==> config.mk <==
export PLATFORM = sky130hd
export DESIGN_NAME = txBackoffTop
export DESIGN_NICKNAME = d
export VERILOG_FILES = /design/src/rtl/txBackoffPkg.sv /design/src/rtl/txBackoffCtrl.sv /design/src/rtl/txBackoffPath.sv /design/src/rtl/txBackoffTop.sv
export SDC_FILE = /design/constraint.sdc
export NUM_CORES = 1
export LEC_CHECK = 0
export BUFFER_PORTS_ARGS = -buffer_cell sky130_fd_sc_hd__buf_2
export CAP_MARGIN = 10
export CORE_MARGIN = 8
export CORE_UTILIZATION = 62
export CTS_CLUSTER_DIAMETER = 150
export DETAILED_ROUTE_END_ITERATION = 6
export PLACE_DENSITY = 0.8
export REMOVE_ABC_BUFFERS = 1
export SLEW_MARGIN = 0
export SYNTH_ARGS = -nofsm -noshare
export SYNTH_HDL_FRONTEND = slang
export SYNTH_SLANG_ARGS = --single-unit
==> constraint.sdc <==
create_clock -name clk -period 4 [get_ports clk]
set_input_delay 0.6 -clock clk [delete_from_list [all_inputs] [get_ports clk]]
set_output_delay 0.6 -clock clk [all_outputs]
set_load 0.1 [all_outputs]
==> src/rtl/txBackoffPkg.sv <==
package txBackoffPkg;

  typedef enum logic [2:0] {
    ST_IDLE    = 3'd0,
    ST_RESTORE = 3'd1,
    ST_SLEEP   = 3'd2,
    ST_WAKE    = 3'd3,
    ST_RUN     = 3'd4
  } seqState_t;

  // strobes from control to datapath
  typedef struct packed {
    logic abortTake;    // count the abort, step the random source, clear index
    logic commitTake;   // clear the consecutive-abort count
    logic restoreStep;  // advance the restore word index
    logic sleepLoad;    // load the sleep counter from the masked random value
    logic sleepDec;     // count the sleep down
  } pathCtl_t;

endpackage

==> src/rtl/txBackoffCtrl.sv <==
module txBackoffCtrl
  import txBackoffPkg::*;
(
  input  logic     clk,
  input  logic     rstN,
  input  logic     txBegin,
  input  logic     txCommit,
  input  logic     txAbort,
  input  logic     restoreAck,
  input  logic     idxLast,
  input  logic     sleepZero,
  output pathCtl_t ctl,
  output logic     restoreReq,
  output logic     lowPowerEn,
  output logic     wakePulse,
  output logic     retryStart
);

  seqState_t stateQ, stateD;
  logic      retryQ;

  always_comb begin
    stateD = stateQ;
    ctl    = '0;
    unique case (stateQ)
      ST_IDLE: begin
        if (txBegin) stateD = ST_RUN;
      end
      ST_RUN: begin
        if (txAbort) begin
          ctl.abortTake = 1'b1;
          stateD        = ST_RESTORE;
        end else if (txCommit) begin
          ctl.commitTake = 1'b1;
          stateD         = ST_IDLE;
        end
      end
      ST_RESTORE: begin
        if (restoreAck) begin
          ctl.restoreStep = 1'b1;
          if (idxLast) begin
            ctl.sleepLoad = 1'b1;
            stateD        = ST_SLEEP;
          end
        end
      end
      ST_SLEEP: begin
        if (sleepZero) stateD = ST_WAKE;
        else           ctl.sleepDec = 1'b1;
      end
      ST_WAKE: stateD = ST_RUN;
      default: stateD = ST_IDLE;
    endcase
  end

  always_ff @(posedge clk) begin
    if (!rstN) begin
      stateQ <= ST_IDLE;
      retryQ <= 1'b0;
    end else begin
      stateQ <= stateD;
      retryQ <= (stateQ == ST_WAKE);
    end
  end

  assign restoreReq = (stateQ == ST_RESTORE);
  assign lowPowerEn = (stateQ == ST_SLEEP);
  assign wakePulse  = (stateQ == ST_WAKE);
  assign retryStart = retryQ;

endmodule

==> src/rtl/txBackoffPath.sv <==
module txBackoffPath
  import txBackoffPkg::*;
#(
  parameter int          WORDS   = 32,
  parameter int          LFSR_W  = 16,
  parameter logic [15:0] SEED    = 16'hACE1,
  parameter int          MAX_EXP = 10,
  parameter int          CNT_W   = 4,
  localparam int         IDX_W   = $clog2(WORDS)
) (
  input  logic             clk,
  input  logic             rstN,
  input  pathCtl_t         ctl,
  output logic             idxLast,
  output logic             sleepZero,
  output logic [IDX_W-1:0] restoreIdx,
  output logic [CNT_W-1:0] abortCount
);

  localparam logic [CNT_W-1:0] CNT_MAX = {CNT_W{1'b1}};

  logic [LFSR_W-1:0]  lfsrQ;
  logic [MAX_EXP-1:0] sleepQ;
  logic [MAX_EXP-1:0] winMask;
  logic               feedback;

  assign feedback = lfsrQ[15] ^ lfsrQ[13] ^ lfsrQ[12] ^ lfsrQ[10];

  // window mask: the low e bits set, e = min(count, MAX_EXP)
  always_comb begin
    for (int i = 0; i < MAX_EXP; i++)
      winMask[i] = (int'(abortCount) > i);
  end

  always_ff @(posedge clk) begin
    if (!rstN) begin
      lfsrQ      <= SEED[LFSR_W-1:0];
      abortCount <= '0;
      restoreIdx <= '0;
      sleepQ     <= '0;
    end else begin
      if (ctl.abortTake) begin
        lfsrQ      <= {lfsrQ[LFSR_W-2:0], feedback};
        restoreIdx <= '0;
        if (abortCount != CNT_MAX) abortCount <= abortCount + 1'b1;
      end
      if (ctl.commitTake) abortCount <= '0;
      if (ctl.restoreStep) restoreIdx <= restoreIdx + 1'b1;
      if (ctl.sleepLoad)   sleepQ <= lfsrQ[MAX_EXP-1:0] & winMask;
      else if (ctl.sleepDec) sleepQ <= sleepQ - 1'b1;
    end
  end

  assign idxLast   = (restoreIdx == IDX_W'(WORDS - 1));
  assign sleepZero = (sleepQ == '0);

endmodule

==> src/rtl/txBackoffTop.sv <==
module txBackoffTop
  import txBackoffPkg::*;
#(
  parameter int          WORDS   = 32,
  parameter int          LFSR_W  = 16,
  parameter logic [15:0] SEED    = 16'hACE1,
  parameter int          MAX_EXP = 10,
  parameter int          CNT_W   = 4,
  localparam int         IDX_W   = $clog2(WORDS)
) (
  input  logic             clk,
  input  logic             rstN,
  input  logic             txBegin,
  input  logic             txCommit,
  input  logic             txAbort,
  input  logic             restoreAck,
  output logic             restoreReq,
  output logic [IDX_W-1:0] restoreIdx,
  output logic             lowPowerEn,
  output logic             wakePulse,
  output logic             retryStart,
  output logic [CNT_W-1:0] abortCount
);

  pathCtl_t ctl;
  logic     idxLast;
  logic     sleepZero;

  txBackoffCtrl u_ctrl (
    .clk        (clk),
    .rstN       (rstN),
    .txBegin    (txBegin),
    .txCommit   (txCommit),
    .txAbort    (txAbort),
    .restoreAck (restoreAck),
    .idxLast    (idxLast),
    .sleepZero  (sleepZero),
    .ctl        (ctl),
    .restoreReq (restoreReq),
    .lowPowerEn (lowPowerEn),
    .wakePulse  (wakePulse),
    .retryStart (retryStart)
  );

  txBackoffPath #(
    .WORDS   (WORDS),
    .LFSR_W  (LFSR_W),
    .SEED    (SEED),
    .MAX_EXP (MAX_EXP),
    .CNT_W   (CNT_W)
  ) u_path (
    .clk        (clk),
    .rstN       (rstN),
    .ctl        (ctl),
    .idxLast    (idxLast),
    .sleepZero  (sleepZero),
    .restoreIdx (restoreIdx),
    .abortCount (abortCount)
  );

endmodule

Word level (Yosys, flattened, before mapping)
Cells that the tools add are included.
{"block": "classes", "n_addsub": 3, "n_lt_le_gt_ge": 10, "eq_ne": 11, "mux": 20, "bitwise": 5, "n_reduce_logical": 7}
{"operator": "10-bit 2-to-1 mux", "count": 2}
{"operator": "3-bit 2-to-1 mux", "count": 6}
{"operator": "4-bit by 3-bit > comparator with 1-bit output, second input constant", "count": 4}
{"operator": "3-bit one-hot mux with 5 select lines", "count": 1}
{"operator": "10-bit bitwise AND", "count": 1}
{"operator": "10-bit logical NOT", "count": 1}
{"operator": "5-bit 2-to-1 mux", "count": 2}
{"operator": "10-bit by 1-bit subtractor with 10-bit output, second input constant", "count": 1}
{"operator": "4-bit by 1-bit > comparator with 1-bit output, second input constant", "count": 2}
{"operator": "4-bit by 2-bit > comparator with 1-bit output, second input constant", "count": 2}
{"operator": "4-bit > comparator, second input constant", "count": 2}
{"operator": "3-bit by 2-bit == test with 1-bit output, second input constant", "count": 2}
{"operator": "1-bit 2-to-1 mux", "count": 6}
{"operator": "2-bit 2-to-1 mux", "count": 3}
{"operator": "5-bit by 1-bit adder with 5-bit output, second input constant", "count": 1}
{"operator": "5-bit == test, second input constant", "count": 1}
{"operator": "5-bit AND reduction", "count": 1}
{"operator": "4-bit by 1-bit adder with 4-bit output, second input constant", "count": 1}
{"operator": "2-bit by 1-bit inequality test with 1-bit output, second input constant", "count": 2}
{"operator": "2-bit inequality test, second input constant", "count": 2}
{"operator": "4-bit inequality test, second input constant", "count": 1}
{"operator": "2-bit nonzero test", "count": 2}
{"operator": "3-bit by 1-bit == test with 1-bit output, second input constant", "count": 1}
{"operator": "3-bit == test, second input constant", "count": 1}
{"operator": "6 further kinds", "count": 8}
{"block": "word_totals", "regBits": 39, "out_inout_bits": 13, "elab_cells": 62}

Logic depth before layout (Yosys ltp)
{"block": "depth", "word_depth": 5, "ltp_mapped": 8, "ltp_nobuf": 7}

By module
A second synthesis with hierarchy kept.
{"block": "hier_totals", "cells_unflattened": 209, "area_unflattened_um2": 1991.9}
{"module": "txBackoffPath", "n_inst": 1, "cells_per_inst": 183, "area_per_inst_um2": 1744.2}
{"module": "txBackoffCtrl", "n_inst": 1, "cells_per_inst": 26, "area_per_inst_um2": 247.7}

Worst setup path after synthesis
Ideal clock, no wire load.
{"block": "synth_timing", "kind": "reg2out", "start": "register u_ctrl.stateQ[0]", "end": "output port restoreReq", "arrival_time_ps": 2287, "required_time_ps": 3400, "path_slack_ps": 1113, "path_stages_with_launch": 4, "path_buffers": 1, "cell_sequence": "dfxtp_1 > clkbuf_1 > nor2b_1 > nor2b_1"}
{"block": "synth_between", "elab_chain_cells": 1}
{"element": "start: declaration", "line": "txBackoffCtrl.sv:19", "source": "seqState_t stateQ, stateD;"}
{"element": "start signal: assignment", "line": "txBackoffCtrl.sv:61", "source": "stateQ <= stateD;"}
{"element": "3-bit by 1-bit == test with 1-bit output", "line": "txBackoffCtrl.sv:66", "source": "assign restoreReq = (stateQ == ST_RESTORE);"}
{"element": "end: declaration", "line": "txBackoffTop.sv:17", "source": "output logic restoreReq,"}
Every way passes these cells.

Final worst setup path
Same ends and word-level chain as after synthesis.

==> metrics.txt <==
count of final max-slew check failures=0; dpl cells=287; # clock sinks=39; FF-to-FF setup slack=1.68 ns; Post-route DRC=0; Reg2Reg Depth=4; Hold Path Class=reg2reg; largest net degree at the start of global routing=24; row cnt=20; Hold Path Stages=2; Post-synth EDFFs=0; core area=3050 µm²; critical path required time=3.40 ns; status=completed; clock buffer depth=2; r2r startpoint=u_ctrl.stateQ[0]; Flop pwr share=59.1%; Power Density=321 nW/µm²; syn_area_per_cell=8.31 µm²; Ports=19; htree depth=2; register bit total from synthesis=39; Int Pwr=0.000505 W; Finished Core Util=70.5%; clock share of power=32.3%; insertion delay to the later sink of the worst-skew pair=0.36 ns; Setup CP Type=reg2out; DR iter-0 viols=90; Worst VDD drop=0.222 mV; drt total wl=4140 µm; commonest non-fill, non-tap cell in the layout=nand2_1; post-route ant nets=0; gr usage total=16.6%; Post-synth ARST share=0%; hold slack=0.469 ns; max_cap viols=0; RePlAce Congestion=0.811; cell area after layout=2150 µm²; Max Freq=391 MHz; Top FF cell, synth=dfxtp_1; Final Hold Viols=0; Syn Inst Count=239; root buffer cell=clkbuf_4; post-CTS sizing=0; initial antenna violation count=0; TritonCTS clock tree=done; register area share after synthesis=39.3%; Worst Path Max Fanout=13; Initial Utilization=65.1%; IO buf count=18; worst rel slew slack=26.0%; RR Endpoint=u_path.restoreIdx[2]; DR WL/cell=14.0 µm; antenna cells=0; grt ovf=0; hold buffers post-CTS=0; cts bufs inserted=5; Setup Buffers After CTS=0; die height=72.6 µm; WHS Endpoint=u_path.lfsrQ[12]; Leakage=0.873 nW; Final setup viols=0; Layout Skew=0.0118 ns; Nets=262; commonest cells after routing, fill and taps aside=nand2_1 (46), dfxtp_1 (39), a21oi_1 (19); placed inst area=2080 µm²; fin crit period=2.56 ns; Netlist cell types=52; period utilisation layout=64.0%; switch share=27.0%; post-detail-place hpwl=2870 µm; area growth from synthesis to layout=8.31%; RSZ-0062 raised after global routing=false; die footprint=5270 µm²; P_sw=0.000187 W; CP startpoint kind=register; worst slew pin tran=1.09 ns; Die Width=72.6 µm; number of global-route vias before repair=1566; Worst setup EP type=output pin; combinational power share=8.6%; Mapped Area=1990 µm²; layout cells sized above 1=15.1%; drt pass-1 iters=4; vias=1695; fillcell total=264; Min-Delay Startpoint=u_path.lfsrQ[11]; Yosys Warn Count=0; first-pass GRT wire length=7050 µm; WP data arrival=1.96 ns; Clock transition at path regs=0.12 ns; routed vias/inst=5.75; Setup TNS Final=0 ns; Layout Cells excl Fill=295
cells in the mapped netlist, types with 2 or more instances:
master    number  area, µm²
a211oi_1       3       22.5
a21o_1         3       22.5
a21oi_1       19       95.1
a22oi_1        2       15.0
a311oi_1       3       26.3
a31oi_1        4       25.0
and2_1         2       12.5
and3_1         3       18.8
buf_2          2       10.0
clkbuf_1      11       41.3
dfxtp_1       39        781
ha_1           6       75.1
inv_1          6       22.5
mux2i_1        2       20.0
nand2_1       46        173
nand2b_1       2       12.5
nand3_1       13       65.1
nand3b_1       2       15.0
nor2_1        13       48.8
nor2b_1        5       31.3
nor3_1         5       25.0
nor4_1         2       12.5
nor4bb_1       2       20.0
o211ai_1       2       15.0
o21ai_0        6       30.0
o21bai_1       2       15.0
or3_2          3       22.5
or4_1          2       15.0
xnor2_1        5       43.8
xor2_1         2       17.5
state kept, by name, summed over array words and instances, names as in the netlist:
name,count
u_path.restoreIdx,5
u_path.abortCount,4
u_path.lfsrQ,16
u_ctrl.stateQ,3
u_path.sleepQ,10
u_ctrl.retryStart,1
final cells by class:
cell class	count	area [µm²]	area share (%)
Timing Repair Buffer	18	90.1	4.19
Clock inverter	2	16.3	0.756
Inverter	6	22.5	1.05
Sequential cell	39	781	36.3
Clock buffer	6	51.3	2.38
Tap cell	44	55.1	2.56
Multi-Input combinational cell	180	1140	52.8
routing by layer:
metal  vias to the layer above  part of all wire (%)  GRT usage (%)
li1                        872                     -              -
met1                       771                    47           20.7
met2                        42                    45           26.2
met3                        10                   5.5           4.26
met4                         0                   2.4           7.33
met5                         -                     0              0
power groups by stage:
stage	sequential, W	clock [W]	combinational, W
5_1_grt	0.000410	0.000240	0.0000657
3_5_place_dp	0.000417	0	0.0000595
2_1_floorplan	0.000422	0	0.0000373
3_3_place_gp	0.000417	0	0.0000585
4_1_cts	0.000408	0.000229	0.0000596
6_report	0.000409	0.000224	0.0000594
cell families (layout without fill, tap and decap cells):
kind of cell | after synthesis | count (layout) | share of synthesized area (%)
AND/OR/NAND/NOR | 107 | 107 | 27.5
AO/OA/AOI/OAI | 57 | 57 | 20.5
flip-flops | 39 | 39 | 39.3
buffers and inverters | 20 | 32 | 4.28
XOR/XNOR | 7 | 7 | 3.09
adder cells (fa/ha/maj) | 6 | 6 | 3.78
multiplexers | 3 | 3 | 1.57
how the worst max path moves through the flow:
stage                     start              endpoint  slack [ns]  cells past startpoint
2_1_floorplan           txAbort  u_path.restoreIdx[3]        1.11                      4
3_3_place_gp            txAbort  u_path.restoreIdx[2]        1.69                      5
3_5_place_dp            txAbort  u_path.restoreIdx[2]        1.64                      5
4_1_cts        u_ctrl.stateQ[0]            restoreReq        1.45                      3
5_1_grt        u_ctrl.stateQ[0]            restoreReq        1.36                      3
6_report       u_ctrl.stateQ[0]            restoreReq        1.44                      3
metrics by stage:
stage | total power [W] | worst slack (ns)
floorplan | 0.000459 | 1.11
CTS | 0.000697 | 1.45
global placement | 0.000475 | 1.69
detailed placement | 0.000477 | 1.64
global route | 0.000716 | 1.36
finish | 0.000692 | 1.44
worst max-delay path: stages, from the launching register on:
cell and delay (ns):
dfxtp_1 0.67, nor2b_1 0.32, nor2b_1 0.17, buf_2 0.44
Power figures use the tool's default switching activity.
